<file path="src/rtl/tmr_pkg.sv">
package tmr_pkg;
  localparam int unsigned BYTE_W = 8;
  localparam int unsigned ADDR_W = 2;

  localparam logic [ADDR_W-1:0] ADR_CTRL = 2'd0;
  localparam logic [ADDR_W-1:0] ADR_LO   = 2'd1;
  localparam logic [ADDR_W-1:0] ADR_HI   = 2'd2;

  localparam int unsigned CB_EN      = 0;
  localparam int unsigned CB_RESTART = 1;
  localparam int unsigned CB_DIV     = 2;
  localparam int unsigned CB_FLAG    = 7;

  typedef enum logic [1:0] {
    DIV4   = 2'b00,
    DIV16  = 2'b01,
    DIV64  = 2'b10,
    DIV256 = 2'b11
  } div_sel_e;

  // prescaler width must cover the largest ratio
  localparam int unsigned PSC_W = 8;
endpackage

</file>
<file path="src/rtl/tmr_rst_sync.sv">
module tmr_rst_sync (
  input  logic clk,
  input  logic rst_n,
  output logic rst_n_sync
);
  logic [1:0] sync_q;

  always_ff @(posedge clk or negedge rst_n) begin
    if (!rst_n) sync_q <= 2'b00;
    else        sync_q <= {sync_q[0], 1'b1};
  end

  assign rst_n_sync = sync_q[1];
endmodule

</file>
<file path="src/rtl/tmr_prescaler.sv">
module tmr_prescaler
  import tmr_pkg::*;
#(
  parameter int unsigned PW = PSC_W
) (
  input  logic     clk,
  input  logic     rst_n,
  input  logic     run_i,
  input  logic     clear_i,
  input  div_sel_e div_i,
  output logic     tick_o
);
  logic [PW-1:0] psc_q, psc_d;
  logic [PW-1:0] mask;

  function automatic logic [PW-1:0] ratio_mask(input div_sel_e s);
    logic [PW:0] one_hot;
    one_hot = (PW+1)'(1) << (2 * int'(s) + 2);
    return PW'(one_hot - (PW+1)'(1));
  endfunction

  assign mask = ratio_mask(div_i);

  always_comb begin
    if (!run_i || clear_i) psc_d = '0;
    else                   psc_d = psc_q + PW'(1);
  end

  assign tick_o = run_i && !clear_i && ((psc_q & mask) == mask);

  always_ff @(posedge clk or negedge rst_n) begin
    if (!rst_n) psc_q <= '0;
    else        psc_q <= psc_d;
  end


  psc_idle_chk: assert property (@(posedge clk) disable iff (!rst_n)
    !run_i |=> (psc_q == '0));


  tick_gate_chk: assert property (@(posedge clk) disable iff (!rst_n)
    tick_o |-> run_i);
endmodule

</file>
<file path="src/rtl/tmr_downcount.sv">
module tmr_downcount #(
  parameter int unsigned CW = 16
) (
  input  logic          clk,
  input  logic          rst_n,
  input  logic          tick_i,
  input  logic          load_i,
  input  logic [CW-1:0] reload_i,
  output logic [CW-1:0] count_o,
  output logic          terminal_o
);
  logic [CW-1:0] cnt_q, cnt_d;
  logic          term_d;

  always_comb begin
    cnt_d  = cnt_q;
    term_d = 1'b0;
    if (load_i) begin
      cnt_d = reload_i;
    end else if (tick_i) begin
      if (cnt_q == '0) begin
        cnt_d  = reload_i;
        term_d = 1'b1;
      end else begin
        cnt_d = cnt_q - CW'(1);
      end
    end
  end

  always_ff @(posedge clk or negedge rst_n) begin
    if (!rst_n) cnt_q <= '0;
    else        cnt_q <= cnt_d;
  end

  assign count_o    = cnt_q;
  assign terminal_o = term_d;


  restart_load_chk: assert property (@(posedge clk) disable iff (!rst_n)
    load_i |=> (cnt_q == $past(reload_i)));


  count_hold_chk: assert property (@(posedge clk) disable iff (!rst_n)
    (!tick_i && !load_i) |=> $stable(cnt_q));


  wrap_reload_chk: assert property (@(posedge clk) disable iff (!rst_n)
    (tick_i && !load_i && cnt_q == '0) |=> (cnt_q == $past(reload_i)));


  term_only_at_zero_chk: assert property (@(posedge clk) disable iff (!rst_n)
    terminal_o |-> (cnt_q == '0 && tick_i));
endmodule

</file>
<file path="src/rtl/tmr_regs.sv">
module tmr_regs
  import tmr_pkg::*;
#(
  parameter int unsigned CW = 16
) (
  input  logic              clk,
  input  logic              rst_n,
  input  logic [ADDR_W-1:0] addr_i,
  input  logic              wr_i,
  input  logic              rd_i,
  input  logic [BYTE_W-1:0] wdata_i,
  output logic [BYTE_W-1:0] rdata_o,
  input  logic [CW-1:0]     count_i,
  input  logic              terminal_i,
  output logic              en_o,
  output div_sel_e          div_o,
  output logic              restart_o,
  output logic [CW-1:0]     reload_o,
  output logic              flag_o
);
  localparam int unsigned HB = CW - BYTE_W;

  logic              en_q, en_d;
  div_sel_e          div_q, div_d;
  logic              rst_q, rst_d;
  logic [CW-1:0]     rel_q, rel_d;
  logic [HB-1:0]     hold_q, hold_d;
  logic              flag_q, flag_d;

  logic wr_ctrl, wr_lo, wr_hi, rd_ctrl, rd_lo;

  assign wr_ctrl = wr_i && (addr_i == ADR_CTRL);
  assign wr_lo   = wr_i && (addr_i == ADR_LO);
  assign wr_hi   = wr_i && (addr_i == ADR_HI);
  assign rd_ctrl = rd_i && (addr_i == ADR_CTRL);
  assign rd_lo   = rd_i && (addr_i == ADR_LO);

  always_comb begin
    en_d   = en_q;
    div_d  = div_q;
    rst_d  = 1'b0;
    rel_d  = rel_q;
    hold_d = hold_q;
    flag_d = flag_q;
    if (wr_ctrl) begin
      en_d  = wdata_i[CB_EN];
      div_d = div_sel_e'(wdata_i[CB_DIV +: 2]);
      rst_d = wdata_i[CB_RESTART];
    end
    if (wr_lo) rel_d[BYTE_W-1:0] = wdata_i;
    if (wr_hi) rel_d[CW-1:BYTE_W] = wdata_i[HB-1:0];
    if (rd_lo) hold_d = count_i[CW-1:BYTE_W];
    if (rd_ctrl) flag_d = 1'b0;
    if (terminal_i) flag_d = 1'b1;
  end

  always_ff @(posedge clk or negedge rst_n) begin
    if (!rst_n) begin
      en_q   <= 1'b0;
      div_q  <= DIV4;
      rst_q  <= 1'b0;
      rel_q  <= '0;
      hold_q <= '0;
      flag_q <= 1'b0;
    end else begin
      en_q   <= en_d;
      div_q  <= div_d;
      rst_q  <= rst_d;
      rel_q  <= rel_d;
      hold_q <= hold_d;
      flag_q <= flag_d;
    end
  end

  always_comb begin
    rdata_o = '0;
    case (addr_i)
      ADR_CTRL: begin
        rdata_o[CB_EN]         = en_q;
        rdata_o[CB_DIV +: 2]   = div_q;
        rdata_o[CB_FLAG]       = flag_q;
      end
      ADR_LO:   rdata_o = count_i[BYTE_W-1:0];
      ADR_HI:   rdata_o = BYTE_W'(hold_q);
      default:  rdata_o = '0;
    endcase
  end

  assign en_o      = en_q;
  assign div_o     = div_q;
  assign restart_o = rst_q;
  assign reload_o  = rel_q;
  assign flag_o    = flag_q;


  hold_capture_chk: assert property (@(posedge clk) disable iff (!rst_n)
    rd_lo |=> (hold_q == $past(count_i[CW-1:BYTE_W])));


  flag_clear_chk: assert property (@(posedge clk) disable iff (!rst_n)
    (rd_ctrl && !terminal_i) |=> !flag_q);


  flag_set_chk: assert property (@(posedge clk) disable iff (!rst_n)
    terminal_i |=> flag_q);


  strobe_pulse_chk: assert property (@(posedge clk) disable iff (!rst_n)
    rst_q |=> (!rst_q || $past(wr_ctrl)));
endmodule

</file>
<file path="src/rtl/reload_timer.sv">
module reload_timer
  import tmr_pkg::*;
#(
  parameter int unsigned CNT_W = 16
) (
  input  logic        clk,
  input  logic        rst_n,
  input  logic [1:0]  reg_addr,
  input  logic        reg_wr,
  input  logic        reg_rd,
  input  logic [7:0]  reg_wdata,
  output logic [7:0]  reg_rdata,
  output logic        tc_irq
);
  logic             rstn_i;
  logic             en;
  div_sel_e         div;
  logic             restart;
  logic [CNT_W-1:0] reload;
  logic [CNT_W-1:0] count;
  logic             tick;
  logic             terminal;
  logic             flag;

  tmr_rst_sync u_rst (
    .clk        (clk),
    .rst_n      (rst_n),
    .rst_n_sync (rstn_i)
  );

  tmr_regs #(.CW(CNT_W)) u_regs (
    .clk        (clk),
    .rst_n      (rstn_i),
    .addr_i     (reg_addr),
    .wr_i       (reg_wr),
    .rd_i       (reg_rd),
    .wdata_i    (reg_wdata),
    .rdata_o    (reg_rdata),
    .count_i    (count),
    .terminal_i (terminal),
    .en_o       (en),
    .div_o      (div),
    .restart_o  (restart),
    .reload_o   (reload),
    .flag_o     (flag)
  );

  tmr_prescaler #(.PW(PSC_W)) u_psc (
    .clk     (clk),
    .rst_n   (rstn_i),
    .run_i   (en),
    .clear_i (restart),
    .div_i   (div),
    .tick_o  (tick)
  );

  tmr_downcount #(.CW(CNT_W)) u_cnt (
    .clk        (clk),
    .rst_n      (rstn_i),
    .tick_i     (tick),
    .load_i     (restart),
    .reload_i   (reload),
    .count_o    (count),
    .terminal_o (terminal)
  );

  assign tc_irq = flag;


  read_no_effect_chk: assert property (@(posedge clk) disable iff (!rstn_i)
    (reg_rd && !tick && !restart) |=> $stable(count));
endmodule

</file>
<file path="config.mk">
export PLATFORM = sky130hd
export DESIGN_NAME = reload_timer
export DESIGN_NICKNAME = d
export VERILOG_FILES = /design/src/rtl/tmr_pkg.sv /design/src/rtl/tmr_rst_sync.sv /design/src/rtl/tmr_prescaler.sv /design/src/rtl/tmr_downcount.sv /design/src/rtl/tmr_regs.sv /design/src/rtl/reload_timer.sv
export SDC_FILE = /design/constraint.sdc
export NUM_CORES = 1
export LEC_CHECK = 0
export BUFFER_PORTS_ARGS = -buffer_cell sky130_fd_sc_hd__buf_2
export CORE_ASPECT_RATIO = 1.4
export CORE_MARGIN = 10
export CORE_UTILIZATION = 54
export DETAILED_ROUTE_END_ITERATION = 8
export PLACE_DENSITY_LB_ADDON = 0.2
export RECOVER_POWER = 25
export SYNTH_ARGS = -nofsm -noshare
export SYNTH_HDL_FRONTEND = slang
export SYNTH_HIERARCHICAL = 1
export SYNTH_SLANG_ARGS = --single-unit
</file>
<file path="constraint.sdc">
create_clock -name clk -period 1.6 [get_ports clk]
set_input_delay 0.48 -clock clk [delete_from_list [all_inputs] [get_ports clk]]
set_output_delay 0.48 -clock clk [all_outputs]
set_load 0.05 [all_outputs]
</file>
# == After elaboration in Yosys (flattened, before gate mapping) ==
# Index checks and enable logic that the tools add are counted.
# totals
reg_bits,55
latchBits,0
ramBits,0
mem_bits_ro,0
input_bits,14
output_inout_bits,9
elab_cells,48
mem_count,0
# classes
addsub,4
multipliers,0
n_div,0
n_lt_le_gt_ge,0
n_eq_ne,3
shifts,1
n_mux,15
bitwise,1
reduce_logical,14
# ops
cell,count
$mux W16,3
$shl A1 B32 Y8 const A,1
$logic_not A16 Y1,1
$sub A16 B1 Y16 const B,1
$add A8 B1 Y8 const B,1
$and A8 B8 Y8,1
$eq A8 B8 Y1,1
$mux W8,1
$sub A8 B1 Y8 const B,1
$logic_and A1 B1 Y1,7
$mux W1,6
$pmux W1 S3,2
$pmux W2 S3,1
$pmux W3 S2,1
$add A3 B2 Y4 const B,1
$reduce_bool A2 Y1,2
$eq A2 B1 Y1 const B,1
$eq A2 B2 Y1 const B,1
$logic_not A1 Y1,2
$logic_not A2 Y1,1
$pmux W1 S2,1
$logic_or A1 B1 Y1,1

# == Logic depth before layout (Yosys ltp) ==
# Gate-level depths: netlist of the first run.
# depth
depth_word,9
mapped_depth,11
mapped_depth_nobuf,10

# == By module ==
# Netlist of the first run, hierarchy kept.
# by_module_without_submodules
module,n_inst,cells_each,area_per_inst_um2,seq_area_each_um2
tmr_regs,1,87,1256.2,725.7
tmr_downcount,1,131,1153.6,400.4
tmr_prescaler,1,46,451.7,200.2
tmr_rst_sync,1,3,53.8,50.0

# == Least setup slack after synthesis of the first run ==
# OpenSTA, ideal clock, no wires.
# synth_path
path_kind,reg2reg
from,register u_regs.div_q[1] (netlist: u_regs/div_o[1])
to,register u_cnt.cnt_q[13] (netlist: u_cnt/count_o[13])
setup_time_ns,0.126
arrival_ns,2.505
required_time_ns,1.474
path_slack_ns,-1.031
stages_incl_launch_ff,12
n_path_buf,2
period_less_slack_ns,2.631
path_cell_list,dfrtp_1 or2_1 ha_1 nor2b_1 or4_4 a211oi_2 clkbuf_1 nor2_1 clkbuf_1 nand2_1 o21ai_0 a311o_1
# synth_via
elab_chain_len,7
# synth_rtl
item,line_no,rtl
start: declaration,tmr_regs.sv:24,"div_sel_e div_q, div_d;"
start signal: assignment,tmr_regs.sv:67,div_q <= div_d;
$add A3 B2 Y4 *,tmr_prescaler.sv:18,one_hot = (PW+1)'(1) << (2 * int'(s) + 2);
$shl A1 B32 Y8 *,tmr_prescaler.sv:18,
$sub A8 B1 Y8 *,tmr_prescaler.sv:19,return PW'(one_hot - (PW+1)'(1));
$and A8 B8 Y8,tmr_prescaler.sv:29,assign tick_o = run_i && !clear_i && ((psc_q & mask) == mask);
$eq A8 B8 Y1 *,tmr_prescaler.sv:29,
$logic_and A1 B1 Y1 *,tmr_prescaler.sv:29,
named net tick,reload_timer.sv:21,logic tick;
$reduce_bool A2 Y1 (no line) *,-,
end signal: assignment,tmr_downcount.sv:32,else cnt_q <= cnt_d;
end: declaration,tmr_downcount.sv:12,"logic [CW-1:0] cnt_q, cnt_d;"
# Mark *: on every way through the listed nets, which the timed path passes. The rest lies on a longest branch.
# A chain may end at the register's enable or synchronous reset.

# == Worst setup path in the final report of the first run ==
# layout_path
from,register u_regs.div_q[1] (netlist: u_regs/div_o[1])
to,register u_cnt.cnt_q[2] (netlist: u_cnt/count_o[2])
# The elaborated chain is that of the path after synthesis.

==> results.py, run 1 <==
metrics = {
    "logic_synthesis": {
        "async_flop_share_pct": 100.0,
        "syn_nets": 289,
        "postSynthAreaPerCell_sq_um": 10.92,
        "synth_warnings": 6,
        "synthDistinctLibCells": 56,
        "synthFlopType": "dfrtp_1",
        "ys_ff_latch": 55,
        "netlist_area_sq_um": 2915,
        "synth_edf_count": 0,
        "synth_cells": 267,
        "seq_area_frac_synth_pct": 47.21,
    },
    "grt": {
        "track_usage_pct": 19.31,
        "grt_max_degree": 24,
        "gr-total-overflow": 0,
        "grt_pass1_wl_microns": 13260,
        "antenna_found_initial": 0,
        "grt_pass1_vias": 2735,
    },
    "final_layout": {
        "nNetsFinal": 395,
        "n_antenna_cell": 0,
        "syn2layout_area_growth_pct": 44.03,
        "drive_gt1_share_pct": 53.21,
    },
    "run": {
        "drv_cap": 0,
    },
    "power": {
        "pwr-share-seq_pct": 43.5,
        "comb_power_share_pct": 39.3,
        "power_w": 0.004240,
        "pwr_density_cell_nw_per_um2": 1010,
        "p_switching_w": 0.001428,
        "irDropWorstVdd_v": 0.0007097,
        "clkPwrFrac_pct": 17.2,
        "p_leak_nw": 1.818,
        "switching_share_pct": 33.68,
        "p_int_w": 0.002812,
    },
    "outcome": {
        "status": "complete, but fails checks",
        "failed_checks": "setup timing",
    },
    "setup_path": {
        "worst_ep_required_time_ns": 1.83,
        "critPathCaptureType": "register",
        "cp.arrival_ns": 2.73,
        "path_max_fanout": 8,
        "worstSetupPathType": "register to register",
        "worst_setup_path_start_kind": "register",
    },
    "floorplanning": {
        "die_w_microns": 82.10,
        "initial_utilization_pct": 56.09,
        "die_h_microns": 106.9,
        "row_count": 31,
        "io_pins": 23,
        "die_area_sq_um": 8779,
        "fp.coreArea_sq_um": 5197,
    },
    "routing": {
        "first_iter_violations": 188,
        "first_pass_iters": 7,
        "ant_nets": 0,
        "wl_per_cell_microns": 19.52,
        "vias": 2635,
        "wirelength_microns": 8587,
        "vias_per_cell": 5.989,
        "drc": 0,
    },
    "cts": {
        "cts-root-buf": "clkbuf_8",
        "clock_latency_ns": 0.31,
        "path_clk_slew_ns": 0.09,
        "cts_tree": "yes",
        "cts_buffers": 5,
        "cts_buffer_depth": 2,
        "cts_max_level": 2,
        "cts_sinks": 55,
    },
    "sta": {
        "final.period_utilization_pct": 156.2,
        "skew_ns": 0.01026,
        "fmax_ghz": 0.4002,
        "final-setup-viol-count": 25,
        "layout_setup_ws_ns": -0.8989,
        "post-route-min-period_ns": 2.499,
        "slew_violations": 0,
        "worst_hold_slack_ns": 0.2323,
        "hold_viol_final": 0,
        "rsz0062_at_grt": "true",
    },
    "placed_design": {
        "place_ws_ns": -0.9038,
        "hpwl_microns": 5978,
        "gp_congestion": 0.8867,
        "io_buffers": 22,
    },
    "hold_path": {
        "hold_class": "register to async pin",
    },
}
==> path summary, 6_finish.rpt <==
path	start	to	slack, ns	cells after the start
max in group asynchronous	u_rst/sync_q[1]$_DFF_PN0_	u_cnt/count_o[2]$_DFFE_PN0P_	0.81	1
max reg2reg	u_regs/div_o[1]$_DFFE_PN0P_	u_cnt/count_o[2]$_DFFE_PN0P_	-0.90	11
min in group clk	u_rst/sync_q[0]$_DFF_PN0_	u_rst/sync_q[1]$_DFF_PN0_	0.37	0
min	u_rst/sync_q[1]$_DFF_PN0_	u_psc/psc_q[4]$_DFF_PN0_	0.23	0
max	u_regs/div_o[1]$_DFFE_PN0P_	u_cnt/count_o[2]$_DFFE_PN0P_	-0.90	11
min reg2reg	u_rst/sync_q[1]$_DFF_PN0_	u_psc/psc_q[4]$_DFF_PN0_	0.23	0
==> power by group through the flow <==
stage	clock, W	combinational, W	sequential, W
floorplan	0	0.000696	0.00188
finish	0.000731	0.00167	0.00184
CTS	0.000753	0.00150	0.00184
global route	0.000806	0.00179	0.00187
detailed placement	0	0.00138	0.00187
global placement	0	0.00134	0.00186
==> cell usage in the layout (no fill, tap or decap), types with 3 or more instances in the layout <==
master	n
ha_4	4
dfrtp_1	53
buf_12	4
buf_4	71
clkbuf_1	3
o21ai_0	5
nand2_1	16
o21ai_1	11
nor2_2	4
a21oi_1	8
a21oi_2	5
nor2b_4	5
nand4_1	5
a222oi_1	4
ha_1	4
clkbuf_8	5
nor2_1	13
inv_1	5
nor4_4	4
buf_2	11
nor3_1	4
a22oi_2	4
buf_6	19
nand3_2	3
mux2_2	27
nand2_2	6
nand3_1	10
==> critical path: stages, from the launching register on <==
cell and delay (ns):
dfrtp_1 0.41, or2_4 0.26, ha_4 0.15, nor2b_4 0.11
or4_4 0.47, a211oi_2 0.16, buf_4 0.20, buf_4 0.14
or2_4 0.19, o21ai_1 0.08, nor2b_1 0.13, a21oi_1 0.11
==> through the flow <==
step                      util, %  instances  cell area, sq um  setup TNS (ns)
after floorplan                 -        267              3118          -12.77
after global placement      72.82        419              3785          -19.04
after detailed placement    72.82        419              3785          -20.70
after CTS                   78.09        433              4059          -16.07
after global routing        80.79        440              4199          -18.20
final                       80.79        440              4199          -16.66
==> cell type report <==
| cell class | instances | area (sq um) |
|---|---|---|
| Fill cell | 310 | 998.5 |
| Inverter | 7 | 58.81 |
| Tap cell | 66 | 82.58 |
| Clock inverter | 1 | 5.005 |
| Sequential cell | 55 | 1379 |
| Clock buffer | 7 | 76.32 |
| Timing Repair Buffer | 109 | 925.9 |
| Multi-Input combinational cell | 195 | 1672 |
==> synthesized netlist by cell type (6+ instances only) <==
| cell type | count | area share, % |
|---|---|---|
| a21oi_1 | 13 | 2.2 |
| dfrtp_1 | 55 | 47 |
| ha_1 | 8 | 3.4 |
| inv_1 | 7 | 0.90 |
| mux2_2 | 27 | 10 |
| nand2_1 | 17 | 2.2 |
| nand3_1 | 13 | 2.2 |
| nor2_1 | 18 | 2.3 |
| nor2b_1 | 7 | 1.5 |
| nor3_1 | 6 | 1.0 |
| o21ai_0 | 13 | 2.2 |
==> cell families after synthesis <==
logic type	after synthesis	share of synthesized area, %
and+or+nand+nor	98	20.51
other	1	0.1286
xor gates and xnor gates	4	1.202
DFF	55	47.21
AOI/OAI and AO/OA	57	13.82
buffers and inverters	17	3.261
muxes	27	10.43
adders and majority gates	8	3.434
==> repair_timing <==
item,in CTS,in global routing
gates resized for setup,43,23
setup buffers,5,9
pin swaps,19,21
hold buffers,1,0
endpoints found under the setup margin,25,25
gates cloned,0,0
endpoints found under the hold margin,2,0
==> flip-flops by register name, indices dropped and copies added (netlist names) <==
register	cells
u_cnt/count_o	16
u_rst/sync_q	2
u_regs/flag_o	1
u_regs/en_o	1
u_psc/psc_q	8
u_regs/hold_q	8
u_regs/div_o	2
u_regs/reload_o	16
u_regs/restart_o	1
==> metal layers <==
metal	vias to the layer above	GRT usage, %	share of wire, %
met5	-	0	0
met4	0	10.00	4.1
met3	29	3.010	4.5
met2	95	34.72	54
met1	1306	20.74	38
li1	1205	-	-
Note: power is estimated with default switching activity, not from simulation.
==> run 2, diff against run 1 <==
--- a/config.mk
+++ b/config.mk
@@ -8,7 +8,7 @@
 export BUFFER_PORTS_ARGS = -buffer_cell sky130_fd_sc_hd__buf_2
 export CORE_ASPECT_RATIO = 1.4
 export CORE_MARGIN = 10
-export CORE_UTILIZATION = 54
+export CORE_UTILIZATION = 55
 export DETAILED_ROUTE_END_ITERATION = 8
 export PLACE_DENSITY_LB_ADDON = 0.2
 export RECOVER_POWER = 25
==> constraint.sdc (replaced) <==
create_clock -name clk -period 3 [get_ports clk]
set_input_delay 0.9 -clock clk [delete_from_list [all_inputs] [get_ports clk]]
set_output_delay 0.9 -clock clk [all_outputs]
set_load 0.05 [all_outputs]
==> results.py, run 2 (synthesized netlist as in run 1, its figures left out) <==
metrics = {
    "cts": {
        "cts_setup_buffers": 0,
        "cts_sinks": 55,
        "cts_buffers": 5,
        "cts_buffer_depth": 2,
        "cts_max_level": 2,
        "cts-root-buf": "clkbuf_8",
        "path_clk_slew_ns": 0.09,
        "cts-resized-gates": 2,
        "holdBufCountCts": 0,
        "clock_latency_ns": 0.31,
        "cts_tree": "yes",
    },
    "grt": {
        "track_usage_pct": 15.54,
        "gr-total-overflow": 0,
        "grt_pass1_wl_microns": 10780,
        "grt_max_degree": 37,
        "antenna_found_initial": 0,
        "grt_pass1_vias": 2179,
    },
    "power": {
        "irDropWorstVdd_v": 0.0002846,
        "pwr_density_cell_nw_per_um2": 589.0,
        "power_w": 0.001860,
        "p_leak_nw": 1.299,
    },
    "setup_path": {
        "critPathCaptureType": "output pin",
        "worst_ep_required_time_ns": 2.10,
        "cp.arrival_ns": 1.99,
        "path_max_fanout": 9,
        "worst_setup_path_start_kind": "primary input",
        "worstSetupPathType": "primary input to output pin",
    },
    "final_layout": {
        "multi_input_area_sq_um": 1441,
        "seqCellArea_sq_um": 1376,
        "nNetsFinal": 313,
        "drive_gt1_share_pct": 27.40,
        "syn2layout_area_growth_pct": 8.326,
        "fillers": 436,
        "layout_common_cells": "dfrtp_1 (55), mux2_2 (27), buf_2 (21)",
        "final_common_cell": "dfrtp_1",
        "n_antenna_cell": 0,
    },
    "sta": {
        "hold_viol_final": 0,
        "worst_pin_slew_ns": 1.419,
        "final.period_utilization_pct": 96.37,
        "fmax_ghz": 0.3459,
        "final-setup-viol-count": 0,
        "post-route-min-period_ns": 2.891,
        "layout_setup_ws_ns": 0.1090,
        "skew_ns": 0.01079,
        "max_slew_margin_pct": 5.372,
        "slew_violations": 0,
        "worst_hold_slack_ns": 0.3587,
        "rsz0062_at_grt": "false",
    },
    "floorplanning": {
        "io_pins": 23,
        "die_w_microns": 81.53,
        "die_area_sq_um": 8654,
        "fp.coreArea_sq_um": 5159,
        "die_h_microns": 106.1,
        "row_count": 31,
        "initial_utilization_pct": 56.51,
    },
    "placed_design": {
        "io_buffers": 22,
        "hpwl_microns": 4831,
        "gp_congestion": 0.8416,
        "place_ws_ns": -0.009986,
    },
    "hold_path": {
        "hold_class": "primary input to async pin",
    },
    "routing": {
        "wirelength_microns": 6409,
        "ant_nets": 0,
        "first_pass_iters": 5,
        "vias": 2205,
        "wl_per_cell_microns": 17.90,
        "vias_per_cell": 6.159,
        "first_iter_violations": 167,
        "drc": 0,
    },
    "run": {
        "drv_cap": 0,
    },
    "outcome": {
        "status": "finished clean",
    },
}
## run 2: changes by cell type in the layout (fill, tap and decap cells not counted), moves of 5 or more
| cell | delta |
|---|---|
| a21oi_1 | +5 |
| a21oi_2 | -5 |
| buf_2 | +10 |
| buf_4 | -66 |
| buf_6 | -19 |
| nor2_1 | +5 |
| nor2b_1 | +5 |
| nor2b_4 | -5 |
| o21ai_0 | +8 |
| o21ai_1 | -7 |
## run 2: final timing paths
check                           slack, ns  cells past startpoint                            to                         from
worst max-delay path                 0.11                      6                  reg_rdata[3]                  reg_addr[0]
worst min-delay path                 0.36                      1     u_rst/sync_q[0]$_DFF_PN0_                        rst_n
worst max register to register       0.19                     10  u_cnt/count_o[8]$_DFFE_PN0P_  u_regs/div_o[1]$_DFFE_PN0P_
worst min register to register       0.38                      0     u_rst/sync_q[1]$_DFF_PN0_    u_rst/sync_q[0]$_DFF_PN0_
max in group asynchronous            1.43                      1  u_cnt/count_o[4]$_DFFE_PN0P_    u_rst/sync_q[1]$_DFF_PN0_
min in group clk                     0.38                      0     u_rst/sync_q[1]$_DFF_PN0_    u_rst/sync_q[0]$_DFF_PN0_
## run 2: power breakdown
| group | internal, W | switching [W] | total, W | leakage (nW) |
|---|---|---|---|---|
| sequential | 0.000863 | 0.000174 | 0.00104 | 0.658 |
| combinational | 0.000190 | 0.000236 | 0.000426 | 0.599 |
| clock | 0.000164 | 0.000234 | 0.000397 | 0.0412 |
| total | 0.00122 | 0.000644 | 0.00186 | 1.30 |
## run 2: metrics by stage
step / util [%] / instance area (sq um) / std cells / setup TNS, ns
global placement: 59.67 / 3078 / 350 / 0
finish: 61.22 / 3158 / 358 / 0
floorplan: - / 2915 / 267 / 0
global route: 61.22 / 3158 / 358 / 0
CTS: 61.41 / 3168 / 358 / 0
detailed placement: 59.67 / 3078 / 350 / -0.009986
## run 2: metal layers
metal | track usage, % | wire length [microns]
met2 | 25.54 | 3292
met1 | 19.24 | 2622
met5 | 0 | 0
met4 | 5.955 | 98
met3 | 3.204 | 395
## run 2: cell type report
class                   instances  area share, %
repair buffers                 27          4.635
clock inverters                 2         0.3962
clock buffers                   6          2.298
multi-input cells             195          45.64
flip-flops and latches         55          43.58
well taps                      66          2.615
inverters                       7         0.8320
## run 2: critical path: stages
cell and delay, ns:
buf_2 0.11, inv_1 0.06, ha_2 0.25, a222oi_1 0.34, nor2_1 0.10, buf_2 0.22
==> run 3, diff against run 2 <==
==> constraint.sdc (replaced) <==
create_clock -name clk -period 3.69 [get_ports clk]
set_input_delay 1.107 -clock clk [delete_from_list [all_inputs] [get_ports clk]]
set_output_delay 1.107 -clock clk [all_outputs]
set_load 0.05 [all_outputs]
==> results.py, run 3 (synthesized netlist as in run 1, its figures left out) <==
metrics = {
    "outcome": {
        "status": "complete, but fails checks",
        "failed_checks": "capacitance limit, slew limit",
    },
    "placed_design": {
        "placed_area_sq_um": 3063,
        "hpwl_microns": 4703,
        "io_buffers": 22,
        "gp_congestion": 0.8355,
    },
    "sta": {
        "rsz0062_at_grt": "false",
        "post-route-min-period_ns": 3.411,
        "worst_pin_slew_ns": 2.838,
        "final-setup-viol-count": 0,
        "fmax_ghz": 0.2932,
        "slew_violations": 54,
        "final.period_utilization_pct": 92.43,
        "hold_viol_final": 0,
        "max_slew_margin_pct": -89.20,
        "final.setup.tns_ns": 0,
        "skew_ns": 0.008672,
    },
    "floorplanning": {
        "io_pins": 23,
        "die_area_sq_um": 8654,
        "initial_utilization_pct": 56.51,
        "fp.coreArea_sq_um": 5159,
        "row_count": 31,
        "die_h_microns": 106.1,
        "die_w_microns": 81.53,
    },
    "setup_path": {
        "worstSetupPathType": "primary input to output pin",
        "crit_path_top_delay_cell": "ha_1",
        "worstPathCellList": "buf_2 > inv_1 > ha_1 > a222oi_1 > nor2_1 > buf_2",
        "reg2regPathDepth": 9,
        "cp_top_family": "buffers and inverters",
        "path_max_fanout": 10,
        "critical_path_depth": 6,
        "crit_buf_inv": 3,
        "cpMostUsedCell": "buf_2",
        "slowest_delay_ns": 0.40,
        "worst_setup_path_start_kind": "primary input",
        "worst_ep_required_time_ns": 2.58,
        "cp.arrival_ns": 2.30,
        "critPathCaptureType": "output pin",
    },
    "final_layout": {
        "final_area_sq_um": 3187,
        "layout_common_cells": "dfrtp_1 (54), mux2_2 (27), buf_2 (21)",
        "post-route-util_pct": 61.78,
        "drive_gt1_share_pct": 26.55,
        "n_antenna_cell": 0,
        "nNetsFinal": 311,
        "final_common_cell": "dfrtp_1",
        "syn2layout_area_growth_pct": 9.313,
        "fillers": 428,
    },
    "grt": {
        "gr-total-overflow": 0,
        "grt_pass1_wl_microns": 10980,
        "met3_usage_pct": 3.035,
        "grt_max_degree": 54,
        "met1_usage_pct": 18.86,
        "use_met2_pct": 26.67,
        "grt.busiest_layer": "met2",
        "track_usage_pct": 15.72,
        "antenna_found_initial": 0,
        "grt_pass1_vias": 2271,
    },
    "cts": {
        "cts_tree": "yes",
        "cts_buffer_depth": 2,
        "clock_latency_ns": 0.30,
        "cts_buffers": 5,
        "path_clk_slew_ns": 0.09,
        "cts_setup_buffers": 0,
        "holdBufCountCts": 0,
        "cts_sinks": 55,
        "cts_max_level": 2,
        "cts-root-buf": "clkbuf_8",
        "cts-resized-gates": 0,
    },
    "routing": {
        "wirelength_microns": 6382,
        "first_pass_iters": 6,
        "first_iter_violations": 163,
        "vias_per_cell": 6.160,
        "ant_nets": 0,
        "wl_per_cell_microns": 17.93,
        "vias": 2193,
        "drc": 0,
    },
    "run": {
        "drv_cap": 1,
    },
    "power": {
        "pwr_density_cell_nw_per_um2": 516.7,
        "irDropWorstVdd_v": 0.0002716,
        "p_leak_nw": 1.310,
    },
    "hold_path": {
        "hold_class": "register to register",
        "hold_depth": 0,
    },
}
run 3: final timing paths:
check / startpoint / endpoint / slack (ns)
hold / removal: u_rst/sync_q[0]$_DFF_PN0_ / u_rst/sync_q[1]$_DFF_PN0_ / 0.36
hold reg to reg: u_rst/sync_q[0]$_DFF_PN0_ / u_rst/sync_q[1]$_DFF_PN0_ / 0.36
setup reg to reg: u_regs/div_o[1]$_DFFE_PN0P_ / u_cnt/count_o[15]$_DFFE_PN0P_ / 0.68
max in group asynchronous: u_rst/sync_q[1]$_DFF_PN0_ / u_regs/flag_o$_DFFE_PN0P_ / 0.83
min in group asynchronous: rst_n / u_rst/sync_q[0]$_DFF_PN0_ / 0.57
setup / recovery: reg_addr[1] / reg_rdata[3] / 0.28
run 3: power breakdown:
| part | switching [W] | internal (W) | leakage [nW] |
|---|---|---|---|
| sequential | 0.000138 | 0.000702 | 0.657 |
| combinational | 0.000195 | 0.000149 | 0.588 |
| clock | 0.000193 | 0.000270 | 0.0644 |
run 3: stage by stage:
stage	hold WS, ns	cells	power (W)	worst slack (ns)
floorplan	0.3312	267	0.001088	0.3571
global placement	0.3352	348	0.001183	0.3084
detailed placement	0.3412	348	0.001197	0.2824
CTS	0.3639	356	0.001665	0.2806
global route	0.3761	356	0.001737	0.1839
finish	0.3612	356	0.001647	0.2793
run 3: final cells by class:
class                           count  area [sq um]  share of cell area, %
Multi-Input combinational cell    195          1436                  45.07
Sequential cell                    55          1378                  43.23
Timing Repair Buffer               25         127.6                  4.005
Tap cell                           66         82.58                  2.591
Clock buffer                        5         68.82                  2.159
Clock inverter                      3         67.56                  2.120
Inverter                            7         26.28                 0.8245
run 3: per-layer routing:
layer | up-vias | part of all wire (%)
met1 | 1103 | 42
met3 | 8 | 4.6
met2 | 56 | 52
met5 | - | 0
met4 | 0 | 1.6
li1 | 1026 | -
